[config.mk]
export PLATFORM = sky130hd
export DESIGN_NAME = lc_hit_qualifier
export DESIGN_NICKNAME = d
export VERILOG_FILES = /design/src/rtl/lc_pkg.sv /design/src/rtl/lc_tag_fanout.sv /design/src/rtl/lc_tag_age.sv /design/src/rtl/lc_window.sv /design/src/rtl/lc_policy.sv /design/src/rtl/lc_hit_qualifier.sv
export SDC_FILE = /design/constraint.sdc
export NUM_CORES = 1
export LEC_CHECK = 0
export BUFFER_PORTS_ARGS = -buffer_cell sky130_fd_sc_hd__buf_2
export CAP_MARGIN = 20
export CELL_PAD_IN_SITES_DETAIL_PLACEMENT = 1
export CELL_PAD_IN_SITES_GLOBAL_PLACEMENT = 2
export CORE_ASPECT_RATIO = 2
export CORE_UTILIZATION = 35
export CTS_CLUSTER_SIZE = 25
export DETAILED_ROUTE_END_ITERATION = 10
export HOLD_SLACK_MARGIN = 0.08
export PLACE_DENSITY_LB_ADDON = 0.1
export SLEW_MARGIN = 20
export SYNTH_ARGS = -nofsm -noshare
export SYNTH_HDL_FRONTEND = slang
export SYNTH_SLANG_ARGS = --single-unit
[constraint.sdc]
create_clock -name clk -period 2.2 [get_ports clk]
set_input_delay 0.44 -clock clk [delete_from_list [all_inputs] [get_ports clk]]
set_output_delay 0.44 -clock clk [all_outputs]
set_load 0.01 [all_outputs]
[src/rtl/lc_pkg.sv]
// Package: shared types and the verdict policy of the hit qualifier.
// Assumes: mode code 2'b11 is treated as the hard policy.
package lc_pkg;

    typedef enum logic [1:0] {
        LC_HARD = 2'b00,
        LC_SOFT = 2'b01,
        LC_SELF = 2'b10,
        LC_RSVD = 2'b11
    } lc_mode_e;

    typedef struct packed {
        logic digitize;
        logic discard;
        logic summary;
    } lc_verdict_t;

    // Map the coincidence result, brightness and policy to a request set.
    function automatic lc_verdict_t lc_judge(lc_mode_e m, logic coinc, logic bright);
        lc_verdict_t v;
        v = '0;
        case (m)
            LC_SOFT: begin
                v.digitize = coinc;
                v.discard  = !coinc;
                v.summary  = !coinc;
            end
            LC_SELF: v.digitize = coinc | bright;
            default: v.digitize = coinc;
        endcase
        return v;
    endfunction

endpackage

[src/rtl/lc_tag_fanout.sv]
// Module: lc_tag_fanout
// Registers one outgoing tag pulse per neighbour from the local trigger.
// Assumes: trig_i is a clean, synchronous trigger level sampled per edge.
module lc_tag_fanout #(
    parameter int NUM_NBR = 2
) (
    input  logic               clk,
    input  logic               rst_n,
    input  logic               trig_i,
    output logic [NUM_NBR-1:0] tag_o
);

    for (genvar g = 0; g < NUM_NBR; g++) begin : g_nbr
        // Echo the local trigger to neighbour g one cycle later.
        always_ff @(posedge clk) begin
            if (!rst_n) tag_o[g] <= 1'b0;
            else        tag_o[g] <= trig_i;
        end
    end


    tag_follows_trig_chk: assert property (@(posedge clk) disable iff (!rst_n)
        trig_i |=> (tag_o == {NUM_NBR{1'b1}}));


    tag_quiet_chk: assert property (@(posedge clk) disable iff (!rst_n)
        !trig_i |=> (tag_o == '0));

endmodule

[src/rtl/lc_tag_age.sv]
// Module: lc_tag_age
// Counts edges since the last tag from one neighbour, saturating at the top.
// Assumes: a saturated value means "no tag recent enough for any window".
module lc_tag_age #(
    parameter int AGE_W = 8
) (
    input  logic             clk,
    input  logic             rst_n,
    input  logic             tag_i,
    output logic [AGE_W-1:0] age_o
);

    localparam logic [AGE_W-1:0] AGE_MAX = {AGE_W{1'b1}};

    // Restart on a tag, otherwise age by one up to the ceiling.
    always_ff @(posedge clk) begin
        if (!rst_n)                age_o <= AGE_MAX;
        else if (tag_i)            age_o <= '0;
        else if (age_o != AGE_MAX) age_o <= age_o + AGE_W'(1);
    end


    age_restart_chk: assert property (@(posedge clk) disable iff (!rst_n)
        tag_i |=> (age_o == '0));


    age_saturate_chk: assert property (@(posedge clk) disable iff (!rst_n)
        (age_o == AGE_MAX && !tag_i) |=> (age_o == AGE_MAX));

endmodule

[src/rtl/lc_window.sv]
// Module: lc_window
// Holds one open coincidence window per hit and flags its closing edge.
// Assumes: recent_i already reports a tag within the look-back half-window.
module lc_window
    import lc_pkg::*;
#(
    parameter int WIN_W = 8
) (
    input  logic             clk,
    input  logic             rst_n,
    input  logic             trig_i,
    input  logic             bright_i,
    input  logic             tag_now_i,
    input  logic             recent_i,
    input  lc_mode_e         mode_i,
    input  logic [WIN_W-1:0] win_len_i,
    output logic             closing_o,
    output logic             coinc_o,
    output lc_mode_e         mode_o,
    output logic             bright_o
);

    logic             busy_q;
    logic [WIN_W-1:0] remain_q;
    logic             coinc_q;
    logic             bright_q;
    lc_mode_e         mode_q;
    logic             start;

    // A new hit begins only when no window is open.
    assign start = trig_i && !busy_q;

    // Closing edge: last edge of an open window, or an immediate zero window.
    always_comb begin
        closing_o = (busy_q && remain_q == WIN_W'(1)) || (start && win_len_i == '0);
        coinc_o   = busy_q ? (coinc_q | tag_now_i) : (tag_now_i | recent_i);
        mode_o    = busy_q ? mode_q : mode_i;
        bright_o  = busy_q ? bright_q : bright_i;
    end

    // Open, track and close the window; capture the hit's context at start.
    always_ff @(posedge clk) begin
        if (!rst_n) begin
            busy_q   <= 1'b0;
            remain_q <= '0;
            coinc_q  <= 1'b0;
            bright_q <= 1'b0;
            mode_q   <= LC_HARD;
        end else if (start) begin
            busy_q   <= (win_len_i != '0);
            remain_q <= win_len_i;
            coinc_q  <= tag_now_i | recent_i;
            bright_q <= bright_i;
            mode_q   <= mode_i;
        end else if (busy_q) begin
            coinc_q  <= coinc_q | tag_now_i;
            remain_q <= remain_q - WIN_W'(1);
            if (remain_q == WIN_W'(1)) busy_q <= 1'b0;
        end
    end


    window_ends_chk: assert property (@(posedge clk) disable iff (!rst_n)
        (busy_q && remain_q == WIN_W'(1)) |=> !busy_q);


    window_len_latch_chk: assert property (@(posedge clk) disable iff (!rst_n)
        $rose(busy_q) |-> (remain_q == $past(win_len_i)));


    window_nonzero_chk: assert property (@(posedge clk) disable iff (!rst_n)
        busy_q |-> (remain_q != '0));


    window_mode_hold_chk: assert property (@(posedge clk) disable iff (!rst_n)
        (busy_q && $past(busy_q)) |-> $stable(mode_q));

endmodule

[src/rtl/lc_policy.sv]
// Module: lc_policy
// Registers the single-cycle verdict for a hit on its closing edge.
// Assumes: closing_i is high for exactly one edge per hit.
module lc_policy
    import lc_pkg::*;
(
    input  logic     clk,
    input  logic     rst_n,
    input  logic     closing_i,
    input  logic     coinc_i,
    input  lc_mode_e mode_i,
    input  logic     bright_i,
    output logic     digitize_o,
    output logic     discard_o,
    output logic     summary_o
);

    lc_verdict_t verdict;

    // Evaluate the policy for the hit being closed.
    always_comb verdict = lc_judge(mode_i, coinc_i, bright_i);

    // Pulse the requests for one cycle after the closing edge.
    always_ff @(posedge clk) begin
        if (!rst_n || !closing_i) begin
            digitize_o <= 1'b0;
            discard_o  <= 1'b0;
            summary_o  <= 1'b0;
        end else begin
            digitize_o <= verdict.digitize;
            discard_o  <= verdict.discard;
            summary_o  <= verdict.summary;
        end
    end


    verdict_exclusive_chk: assert property (@(posedge clk) disable iff (!rst_n)
        !(digitize_o && discard_o));


    discard_with_summary_chk: assert property (@(posedge clk) disable iff (!rst_n)
        discard_o |-> summary_o);


    verdict_on_close_chk: assert property (@(posedge clk) disable iff (!rst_n)
        (digitize_o || summary_o) |-> $past(closing_i));


    self_bright_chk: assert property (@(posedge clk) disable iff (!rst_n)
        (closing_i && mode_i == LC_SELF && bright_i) |=> digitize_o);

endmodule

[src/rtl/lc_hit_qualifier.sv]
// Module: lc_hit_qualifier (top)
// Tags neighbours on each local trigger, qualifies the hit against neighbour
// tags in a symmetric window and issues one verdict per hit.
// Assumes: all inputs are synchronous to clk; win_len_i counts clock periods.
module lc_hit_qualifier
    import lc_pkg::*;
#(
    parameter int WIN_W = 8
) (
    input  logic             clk,
    input  logic             rst_n,
    input  logic             trig_lo_i,
    input  logic             trig_hi_i,
    input  logic             nbr_up_tag_i,
    input  logic             nbr_dn_tag_i,
    input  logic [1:0]       mode_i,
    input  logic [WIN_W-1:0] win_len_i,
    output logic             tag_up_o,
    output logic             tag_dn_o,
    output logic             digitize_o,
    output logic             discard_o,
    output logic             summary_o
);

    localparam int NUM_NBR = 2;
    localparam int NBR_UP  = 0;
    localparam int NBR_DN  = 1;

    logic [NUM_NBR-1:0] tags_in;
    logic [NUM_NBR-1:0] tags_out;
    logic [NUM_NBR-1:0] recent_vec;
    logic [WIN_W-1:0]   age_arr [NUM_NBR];
    logic               closing;
    logic               coinc;
    logic               bright_eff;
    lc_mode_e           mode_eff;

    // Gather the neighbour tag inputs into one vector.
    always_comb begin
        tags_in[NBR_UP] = nbr_up_tag_i;
        tags_in[NBR_DN] = nbr_dn_tag_i;
    end

    lc_tag_fanout #(.NUM_NBR(NUM_NBR)) u_fanout (
        .clk    (clk),
        .rst_n  (rst_n),
        .trig_i (trig_lo_i),
        .tag_o  (tags_out)
    );

    assign tag_up_o = tags_out[NBR_UP];
    assign tag_dn_o = tags_out[NBR_DN];

    for (genvar g = 0; g < NUM_NBR; g++) begin : g_age
        lc_tag_age #(.AGE_W(WIN_W)) u_age (
            .clk   (clk),
            .rst_n (rst_n),
            .tag_i (tags_in[g]),
            .age_o (age_arr[g])
        );
        // A tag g edges back qualifies when fewer than W edges have passed since.
        assign recent_vec[g] = (age_arr[g] < win_len_i);
    end

    lc_window #(.WIN_W(WIN_W)) u_window (
        .clk       (clk),
        .rst_n     (rst_n),
        .trig_i    (trig_lo_i),
        .bright_i  (trig_hi_i),
        .tag_now_i (|tags_in),
        .recent_i  (|recent_vec),
        .mode_i    (lc_mode_e'(mode_i)),
        .win_len_i (win_len_i),
        .closing_o (closing),
        .coinc_o   (coinc),
        .mode_o    (mode_eff),
        .bright_o  (bright_eff)
    );

    lc_policy u_policy (
        .clk        (clk),
        .rst_n      (rst_n),
        .closing_i  (closing),
        .coinc_i    (coinc),
        .mode_i     (mode_eff),
        .bright_i   (bright_eff),
        .digitize_o (digitize_o),
        .discard_o  (discard_o),
        .summary_o  (summary_o)
    );


    hard_isolated_silent_chk: assert property (@(posedge clk) disable iff (!rst_n)
        (closing && !coinc && mode_eff == LC_HARD) |=> !(digitize_o || discard_o || summary_o));

endmodule

==> results of run 1 <==
==> routing by layer <==
metal | up-vias | track usage (%)
li1 | 849 | -
met3 | 6 | 2.98
met5 | - | 0
met2 | 16 | 39.5
met1 | 827 | 18.6
met4 | 0 | 6.59
==> kinds of logic (layout without fill, tap and decap cells) <==
logic type,Yosys count,in the layout,synth area share [%]
and+or+nand+nor,72,72,21.4
AOI/OAI and AO/OA,67,67,22.8
DFF,32,32,33.4
buffers and inverters,25,45,5.87
adders and majority gates,18,18,11.7
xor gates and xnor gates,6,6,2.74
muxes,4,4,2.15
==> worst max-delay path: stages, from the launching register on <==
cell and delay (ns):
dfxtp_1 0.44, ha_1 0.29, a211o_1 0.30, a31oi_1 0.14, nor3_1 0.08, o31ai_2 0.31
o221a_1 0.23
==> power breakdown <==
part	leakage [nW]	switching, W	total (W)	internal, W
logic	0.610	0.000172	0.000310	0.000138
registers	0.267	0.0000608	0.000691	0.000630
clock network	0.0455	0.000222	0.000478	0.000255
==> synth_stat cells, types with 2 or more instances <==
cell type  instances
buf_2              3
nand3_1            6
dfxtp_1           32
clkbuf_1           5
a211oi_1           3
nand4_2            2
nand2b_1           4
mux2i_1            3
inv_1             14
nor3b_1            3
a21oi_1            9
nor3_1             2
o21ai_1            8
and4_1             3
xnor2_1            2
o31ai_1            2
ha_1              18
a22o_1             2
nor2_1            15
xor2_1             4
nand4_1            3
a311oi_1           2
and3_1             3
a31oi_1            3
nand2_1           19
a21boi_0           5
buf_4              2
o21ai_0           20
nor2b_1            4
==> stage by stage <==
step,worst slack [ns],hold slack (ns),area (sq um),power [W],instances
2_1_floorplan,0.436,0.444,1920,0.000918,224
3_3_place_gp,0.180,0.460,2050,0.000998,294
3_5_place_dp,0.142,0.476,2050,0.00102,294
4_1_cts,0.346,0.426,2140,0.00150,302
5_1_grt,0.206,0.432,2140,0.00157,302
6_report,0.361,0.427,2140,0.00148,302
==> flip-flops by register name, indices dropped and copies added (netlist names) <==
register and flops:
g_age.u_age.age_o 16, u_window.mode_q 2, u_policy.digitize_o 1, u_window.busy_q 1, u_fanout.tag_o 1, u_window.remain_q 8, u_window.coinc_q 1, u_policy.discard_o 1
u_window.bright_q 1
==> worst paths after layout <==
kind | start | depth (start not counted) | end
worst max-delay path | g_age[1].u_age.age_o[2] | 6 | u_window.coinc_q
worst min-delay path | mode_i[0] | 3 | u_window.mode_q[0]
worst max register to register | g_age[1].u_age.age_o[2] | 6 | u_window.coinc_q
worst min register to register | u_window.bright_q | 2 | u_window.bright_q
==> cell type report <==
cell class,count,share of cell area [%]
inverters,14,2.45
repair buffers,23,5.72
well taps,58,3.38
clock buffers,8,4.20
flip-flops and latches,32,29.9
multi-input cells,167,54.4
==> qor.yml, run 1 <==
nNetsFinal: 277
grt_pass1_vias: 1841
post_cts_resized: 0
multi_input_area_sq_um: 1170
cts_tree: "yes"
area_delta_synth_final_pct: 11.7
drc: 0
async_flop_share_pct: 0
yosys_warnings: 0
final_common_cell: "dfxtp_1"
synth_ff_type: "dfxtp_1"
fill_cells: 681
wire_per_inst_um: 16.8
overflow: 0
cts_sinks: 32
drt-vias-per-instance: 5.62
drt_iter0_markers: 19
grt_max_degree: 17
critical_path_peak_fanout: 7
fin_crit_ns: 1.84
min_path_type: "input pin to flop"
slew_viol_final: 0
synth_cell_type_count: 52
syn_nets: 258
firstDrtPassIters: 3
die_h_um: 107
syn_area_sq_um: 1920
synth.area.top_cells: "dfxtp_1, ha_1, o21ai_0, nand2_1, nor2_1"
grt_pass1_wl_um: 8380
vdd_drop_max_mv: 0.433
post-route-util_pct: 41.0
wl_met3_um: 90
cp_data_arrival_time_ns: 2.07
cts.clk_slew.worst_paths_ns: 0.07
relSlewSlack_pct: 71.0
max_freq_mhz: 544
netlist_instances: 224
place_hpwl_um: 4140
insertion_delay_ns: 0.29
diodes: 0
cts_max_level: 2
cts_hold_buf: 0
die_w_um: 54.4
critPathKind: "flop to flop"
maxCapViolations: 0
postCtsSetupRepairBufs: 0
synth_top_area_cell: "dfxtp_1"
finalHoldViolCount: 0
ioPinCount: 21
fin_crit_sh_pct: 83.6
setup_violations: 0
met2_length_um: 3070
fp-row-count: 37
skew_ns: 0.00227
yosysTopAreaCellShare_pct: 33.4
rsz0062_at_grt: "false"
antenna_found_initial: 0
grt_usage_pct: 19.9
p_per_area_nw_per_um2: 689
drt-met1-wl_um: 1840
clockRootBuffer: "clkbuf_8"
route.vias.total: 1698
ant_nets: 0
startpoint_type: "flop"
cts_buffers: 5
port_buffers: 20
regArea_sq_um: 641
tightest_slew_ns: 0.434
final_layout_size_suffix_gt1_share_pct: 16.0
required_ns: 2.43
dieArea_sq_um: 5800
syn-mean-instance-area_sq_um: 8.57
layout_common_cells: "dfxtp_1, o21ai_0, buf_2"
start_util_pct: 36.7
reg2reg_slack_ns: 0.36
synth_edf_count: 0
end_kind: "flop"
gp_congestion: 0.762
wl_um: 5080
p_leak_nw: 0.922
core_area_sq_um: 5230
setup_tns_ns: 0
dr.max_layer_used: "met4"
ys_seq_area_share_pct: 33.4
clockBufferDepth: 2
outcome: "finished clean"
synth_seq_cells: 32
No activity file was read; power rests on OpenSTA's default activity.
==> inputs of run 2 (changes only) <==
==> constraint.sdc (replaced) <==
create_clock -name clk -period 1.7 [get_ports clk]
set_input_delay 0.34 -clock clk [delete_from_list [all_inputs] [get_ports clk]]
set_output_delay 0.34 -clock clk [all_outputs]
set_load 0.01 [all_outputs]
==> run 2 against run 1 <==
  * The run now ends with setup timing left
  * Flip-flop and latch count stayed put
  * Final cell count is 7.6% higher
  * Utilization is 6.4 points higher
  * Clock skew is 0.0014 ns higher
  * Via count is 8.7% higher
  * Combinational power is 73% higher
  * Maximum frequency is 2.3% higher
  * Wire length is 15% higher
  * Sequential power is 28% higher
  * Count of clock-buffer cells in the layout is 1 lower
  * Critical path depth stayed put
  * Global-route usage is 2.6 points higher
  * Critical path type unchanged
  * Largest cell class unchanged
  * Largest power group unchanged
==> qor.yml, run 2 (synthesis gave the netlist of run 1 again) <==
fp-row-count: 37  # unchanged
cts_hold_buf: 0  # unchanged
clockRootBuffer: "clkbuf_8"
nNetsFinal: 300  # +8.3%
route.vias.total: 1846  # +8.7%
min_path_type: "input pin to flop"
top_regs: "g_age.u_age.age_o: 16 flops, u_window.remain_q: 8 flops, u_window.mode_q: 2 flops"
outcome: "finished, violations left"
drc: 0  # unchanged
p_per_area_nw_per_um2: 904  # +31%
ant_nets: 0  # unchanged
critPathKind: "flop to flop"
area_delta_synth_final_pct: 29.3
fin_crit_ns: 1.80  # -0.0416 ns
max_freq_mhz: 556  # +2.3%
hold_depth: 3  # unchanged
seqPwrFrac_pct: 39.3  # -7.4 points
overflow: 0  # unchanged
gp_congestion: 0.732  # -3.9%
startpoint_type: "flop"
insertion_delay_ns: 0.29  # about the same
end_kind: "flop"
slew_viol_final: 0  # unchanged
rsz0062_at_grt: "true"
clockBufferDepth: 2  # unchanged
grt_pass1_wl_um: 9420  # +12%
cp_data_arrival_time_ns: 2.03  # -0.04 ns
cts_tree: "yes"
crit_start: "g_age[1].u_age.age_o[2]"
switching_power_w: 0.000661  # +45%
layout_common_cells: "dfxtp_1, buf_4, o21ai_0, buf_2, nand2_1"
diodes: 0  # unchanged
skew_ns: 0.00371  # +0.00145 ns
critical_path_peak_fanout: 3  # -4
worstHoldStart: "trig_hi_i"
cts_max_level: 2  # unchanged
wl_um: 5840  # +15%
place_hpwl_um: 4520  # +9.4%
required_ns: 1.93  # -0.50 ns
die_h_um: 107  # unchanged
wire_per_inst_um: 18.0  # +6.8%
met2_length_um: 3490  # +14%
violations: "setup timing"
setup_tns_ns: -0.199  # -0.199 ns
grt_pass1_vias: 1988  # +8.0%
ioPinCount: 21  # unchanged
port_buffers: 20  # unchanged
cts_sinks: 32  # unchanged
finalWorstSetupSlack_ns: -0.0976  # -0.458 ns
relSlewSlack_pct: 63.1  # -8.0 points
dp_slack_ns: -0.334  # -0.476 ns
r2r_cells: 6  # unchanged
tightest_slew_ns: 0.548  # +0.114 ns
final_layout_size_suffix_gt1_share_pct: 29.2  # +13 points
drt-met1-wl_um: 2110  # +15%
grt_usage_pct: 22.5  # +2.6 points
setup_violations: 3  # +3
maxCapViolations: 0  # unchanged
r2r-start: "g_age[1].u_age.age_o[2]"
p_int_w: 0.00158  # +55%
die_w_um: 54.4  # unchanged
p_leak_nw: 1.04  # +13%
dr.max_layer_used: "met4"
cts_buffers: 5  # unchanged
grt_max_degree: 18  # +1
antenna_found_initial: 0  # unchanged
largest_register_ffs: 16  # unchanged
drt_iter0_markers: 32  # +13
core_area_sq_um: 5230  # unchanged
firstDrtPassIters: 4  # +1
swShare_pct: 29.4  # -1.4 points
start_util_pct: 36.7  # unchanged
finalHoldViolCount: 0  # unchanged
wl_met3_um: 111  # +23%
final_common_cell: "dfxtp_1"
top_register: "g_age.u_age.age_o"
dieArea_sq_um: 5800  # unchanged
cts.clk_slew.worst_paths_ns: 0.07  # about the same
fin_crit_sh_pct: 106  # +22 points
drt-vias-per-instance: 5.68  # +1.0%
clkPwrFrac_pct: 36.8  # +4.5 points
comb_power_share_pct: 23.9  # +2.9 points
vdd_drop_max_mv: 0.601  # +39%
==> run 2: cell count changes in the layout (fill, tap and decap cells not counted), sizes merged <==
cell	change
buf	+23
bufinv	+1
clkbuf	-1
==> run 2: final timing paths <==
kind,endpoint,slack (ns)
min,u_window.bright_q,0.31
min reg2reg,u_window.bright_q,0.47
max,u_window.coinc_q,-0.1
max reg2reg,u_window.coinc_q,-0.1
==> run 2: per-stage QoR <==
| step | std cells | util, % | power, W | hold WS [ns] | instance area, sq um |
|---|---|---|---|---|---|
| after floorplan | 224 | - | 0.00119 | 0.444 | 1920 |
| after global placement | 317 | 42.6 | 0.00135 | 0.458 | 2230 |
| after detailed placement | 317 | 42.6 | 0.00138 | 0.467 | 2230 |
| after CTS | 324 | 46.4 | 0.00223 | 0.310 | 2430 |
| after global routing | 325 | 47.4 | 0.00235 | 0.315 | 2480 |
| final | 325 | 47.4 | 0.00224 | 0.313 | 2480 |
==> run 2: worst max-delay path, stage by stage (launching register included) <==
cell and delay [ns]:
dfxtp_2 0.36, ha_4 0.21, a211o_1 0.29, a31oi_2 0.20, nor3_2 0.10, o31ai_4 0.35, o221a_1 0.24
==> run 2: repair_timing <==
| action | CTS | global route |
|---|---|---|
| endpoints found under the hold margin | 0 | 0 |
| resized for setup | 12 | 9 |
| setup buffers | 0 | 1 |
| pin swaps | 4 | 5 |
| setup endpoints to repair | 3 | 10 |
| gates cloned | 0 | 0 |
==> run 2: routing by layer <==
metal / up-vias / global-route usage, %
met1: 915 / 21.3
met4: 0 / 8.79
li1: 896 / -
met3: 8 / 3.12
met2: 27 / 43.9
met5: - / 0
==> run 2: power by group through the flow <==
stage	Sequential [W]	Combinational, W	Clock [W]
after floorplan	0.000884	0.000303	0
after global placement	0.000887	0.000465	0
after detailed placement	0.000892	0.000493	0
after CTS	0.000880	0.000516	0.000837
after global routing	0.000890	0.000602	0.000861
final	0.000882	0.000536	0.000826
==> run 2: layout make-up <==
cell class / count / area, sq um
clock inverters: 1 / 30.0
fillers: 640 / 2750
flip-flops and latches: 32 / 652
inverters: 14 / 52.6
repair buffers: 46 / 295
clock buffers: 7 / 96.3
multi-input cells: 167 / 1280
well taps: 58 / 72.6
==> inputs of run 3 (changes only) <==
--- a/config.mk
+++ b/config.mk
@@ -13,6 +13,7 @@
 export CORE_UTILIZATION = 35
 export CTS_CLUSTER_SIZE = 25
 export DETAILED_ROUTE_END_ITERATION = 10
+export GPL_TIMING_DRIVEN = 0
 export HOLD_SLACK_MARGIN = 0.08
 export PLACE_DENSITY_LB_ADDON = 0.1
 export SLEW_MARGIN = 20
==> run 3 against run 2 <==
  * The run now ends clean
  * Largest power group unchanged
  * Worst setup slack improved by 0.13 ns
  * Critical endpoint unchanged
  * Maximum frequency grew 8.1%
  * Via count fell by 6.4%
==> qor.yml, run 3 (synthesis gave the netlist of run 1 again) <==
vdd_drop_max_mv: 0.476  # -21%
top_regs: "g_age.u_age.age_o: 16 flops, u_window.remain_q: 8 flops, u_window.mode_q: 2 flops"
wire_per_inst_um: 16.9  # -6.1%
critPathKind: "flop to flop"
cts_hold_buf: 0  # unchanged
overflow: 0  # unchanged
regArea_sq_um: 671  # +2.9%
swShare_pct: 32.4  # +2.9 points
timing.rr.end: "u_window.coinc_q"
port_buffers: 17  # -15%
grt_pass1_vias: 1772  # -11%
drt_iter0_markers: 15  # -53%
firstDrtPassIters: 4  # unchanged
route.vias.total: 1727  # -6.4%
worstHoldStart: "nbr_dn_tag_i"
place_hpwl_um: 3980  # -12%
insertion_delay_ns: 0.30  # about the same
cts.clk_slew.worst_paths_ns: 0.07  # about the same
ant_nets: 0  # unchanged
wl_met3_um: 107  # -3.6%
fin_crit_sh_pct: 97.8  # -7.9 points
holdWs_ns: 0.269  # -0.0440 ns
switching_power_w: 0.000627  # -5.2%
clockBufferDepth: 2  # unchanged
grt_pass1_wl_um: 8540  # -9.3%
r2r-start: "g_age[1].u_age.age_o[2]"
gp_congestion: 0.715  # -2.3%
grt_max_degree: 11  # -7
die_h_um: 107  # unchanged
multi_input_area_sq_um: 1300  # +1.7%
core_area_sq_um: 5230  # unchanged
comb_power_share_pct: 24.1  # +0.2 points
p_leak_nw: 0.937  # -10%
cp_data_arrival_time_ns: 1.90  # -0.13 ns
grt_usage_pct: 20.8  # -1.7 points
critical_path_peak_fanout: 3  # unchanged
cts_max_level: 2  # unchanged
drt-vias-per-instance: 5.57  # -1.9%
end_kind: "flop"
antenna_found_initial: 0  # unchanged
min_delay_worst_endpoint: "g_age[1].u_age.age_o[2]"
wl_um: 5230  # -10%
slew_viol_final: 0  # unchanged
max_freq_mhz: 601  # +8.1%
r2r_cells: 6  # unchanged
maxCapViolations: 0  # unchanged
reg2reg_slack_ns: 0.04  # +0.13 ns
min_path_type: "input pin to flop"
final_layout_size_suffix_gt1_share_pct: 27.0  # -2.2 points
drc: 0  # unchanged
diodes: 0  # unchanged
post-route-util_pct: 45.0  # -2.5 points
tightest_slew_ns: 0.523  # -0.0258 ns
rsz0062_at_grt: "true"
fp-row-count: 37  # unchanged
finalHoldViolCount: 0  # unchanged
clockRootBuffer: "clkbuf_8"
area_delta_synth_final_pct: 22.6
relSlewSlack_pct: 64.8  # +1.7 points
outcome: "finished clean"
ioPinCount: 21  # unchanged
layout_common_cells: "buf_2, o21ai_0, dfxtp_1"
dieArea_sq_um: 5800  # unchanged
cts_buffers: 5  # unchanged
required_ns: 1.94  # about the same
nNetsFinal: 286  # -4.7%
cts_sinks: 32  # unchanged
hold_depth: 2  # -1
p_int_w: 0.00131  # -17%
top_register: "g_age.u_age.age_o"
met2_length_um: 3100  # -11%
start_util_pct: 36.7  # unchanged
die_w_um: 54.4  # unchanged
startpoint_type: "flop"
skew_ns: 0.00565  # +0.00194 ns
p_per_area_nw_per_um2: 823  # -9.0%
seqPwrFrac_pct: 46.1  # +6.8 points
largest_register_ffs: 16  # unchanged
dr.max_layer_used: "met4"
cts_tree: "yes"
fill_cells: 631  # -1.4%
fin_crit_ns: 1.66  # -0.135 ns
drt-met1-wl_um: 1920  # -9.1%
clkPwrFrac_pct: 29.8  # -7.0 points
setup_violations: 0  # -3
==> run 3: cell types whose count changed in the layout (fill, tap and decap cells not counted), moves of 2 or more <==
cell / previous run / this run
ha_1: 12 / 10
dfxtp_1: 27 / 20
dfxtp_4: 2 / 6
clkbuf_1: 0 / 6
clkbuf_8: 7 / 5
buf_4: 26 / 6
dfxtp_2: 3 / 6
==> run 3: worst max-delay path by stage <==
stage,endpoint,cells past startpoint,from,slack [ns]
floorplan,u_window.coinc_q,7,win_len_i[2],0.04
global placement,u_window.coinc_q,8,win_len_i[2],-0.36
detailed placement,u_window.coinc_q,8,win_len_i[2],-0.38
CTS,u_policy.discard_o,6,g_age[1].u_age.age_o[5],-0.04
global route,u_policy.discard_o,6,g_age[0].u_age.age_o[7],-0.06
finish,u_window.coinc_q,6,g_age[1].u_age.age_o[2],0.04
==> run 3: metal layers <==
layer,global-route usage (%),vias to the layer above
li1,-,862
met2,39.3,18
met1,19.8,840
met5,0,-
met3,3.83,7
met4,9.34,0
==> run 3: layout make-up <==
class	count	share of cell area (%)
multi-input cells	167	55.4
clock inverters	1	0.213
repair buffers	21	4.89
plain buffers	11	2.55
flip-flops and latches	32	28.5
clock buffers	6	3.09
well taps	58	3.09
inverters	14	2.23
==> run 3: per-stage QoR <==
stage | std cells | power, W | worst slack [ns] | TNS (ns) | cell area (sq um)
6_report | 310 | 0.00194 | 0.0373 | 0 | 2350
5_1_grt | 310 | 0.00207 | -0.0608 | -0.112 | 2350
4_1_cts | 310 | 0.00193 | -0.0351 | -0.0773 | 2230
3_5_place_dp | 299 | 0.00132 | -0.378 | -1.12 | 2080
3_3_place_gp | 299 | 0.00130 | -0.355 | -1.04 | 2080
2_1_floorplan | 224 | 0.00119 | 0.0360 | 0 | 1920
==> run 3: critical path, stage by stage (launching register included) <==
cell and delay (ns):
dfxtp_4 0.35, ha_4 0.21, a211o_1 0.26, a31oi_2 0.16
nor3_2 0.07, o31ai_4 0.32, o221a_1 0.23
==> run 3: repair_timing <==
item / CTS / global route
gates resized for setup: 11 / 24
hold endpoints to repair: 0 / 0
setup buffers: 4 / 1
endpoints found under the setup margin: 4 / 14
pin swaps: 6 / 4
==> run 3: power by group through the flow <==
stage / sequential [W] / combinational (W) / clock (W)
detailed placement: 0.000906 / 0.000410 / 0
finish: 0.000893 / 0.000467 / 0.000576
global route: 0.000905 / 0.000533 / 0.000631
CTS: 0.000887 / 0.000439 / 0.000605
floorplan: 0.000884 / 0.000303 / 0
global placement: 0.000903 / 0.000401 / 0
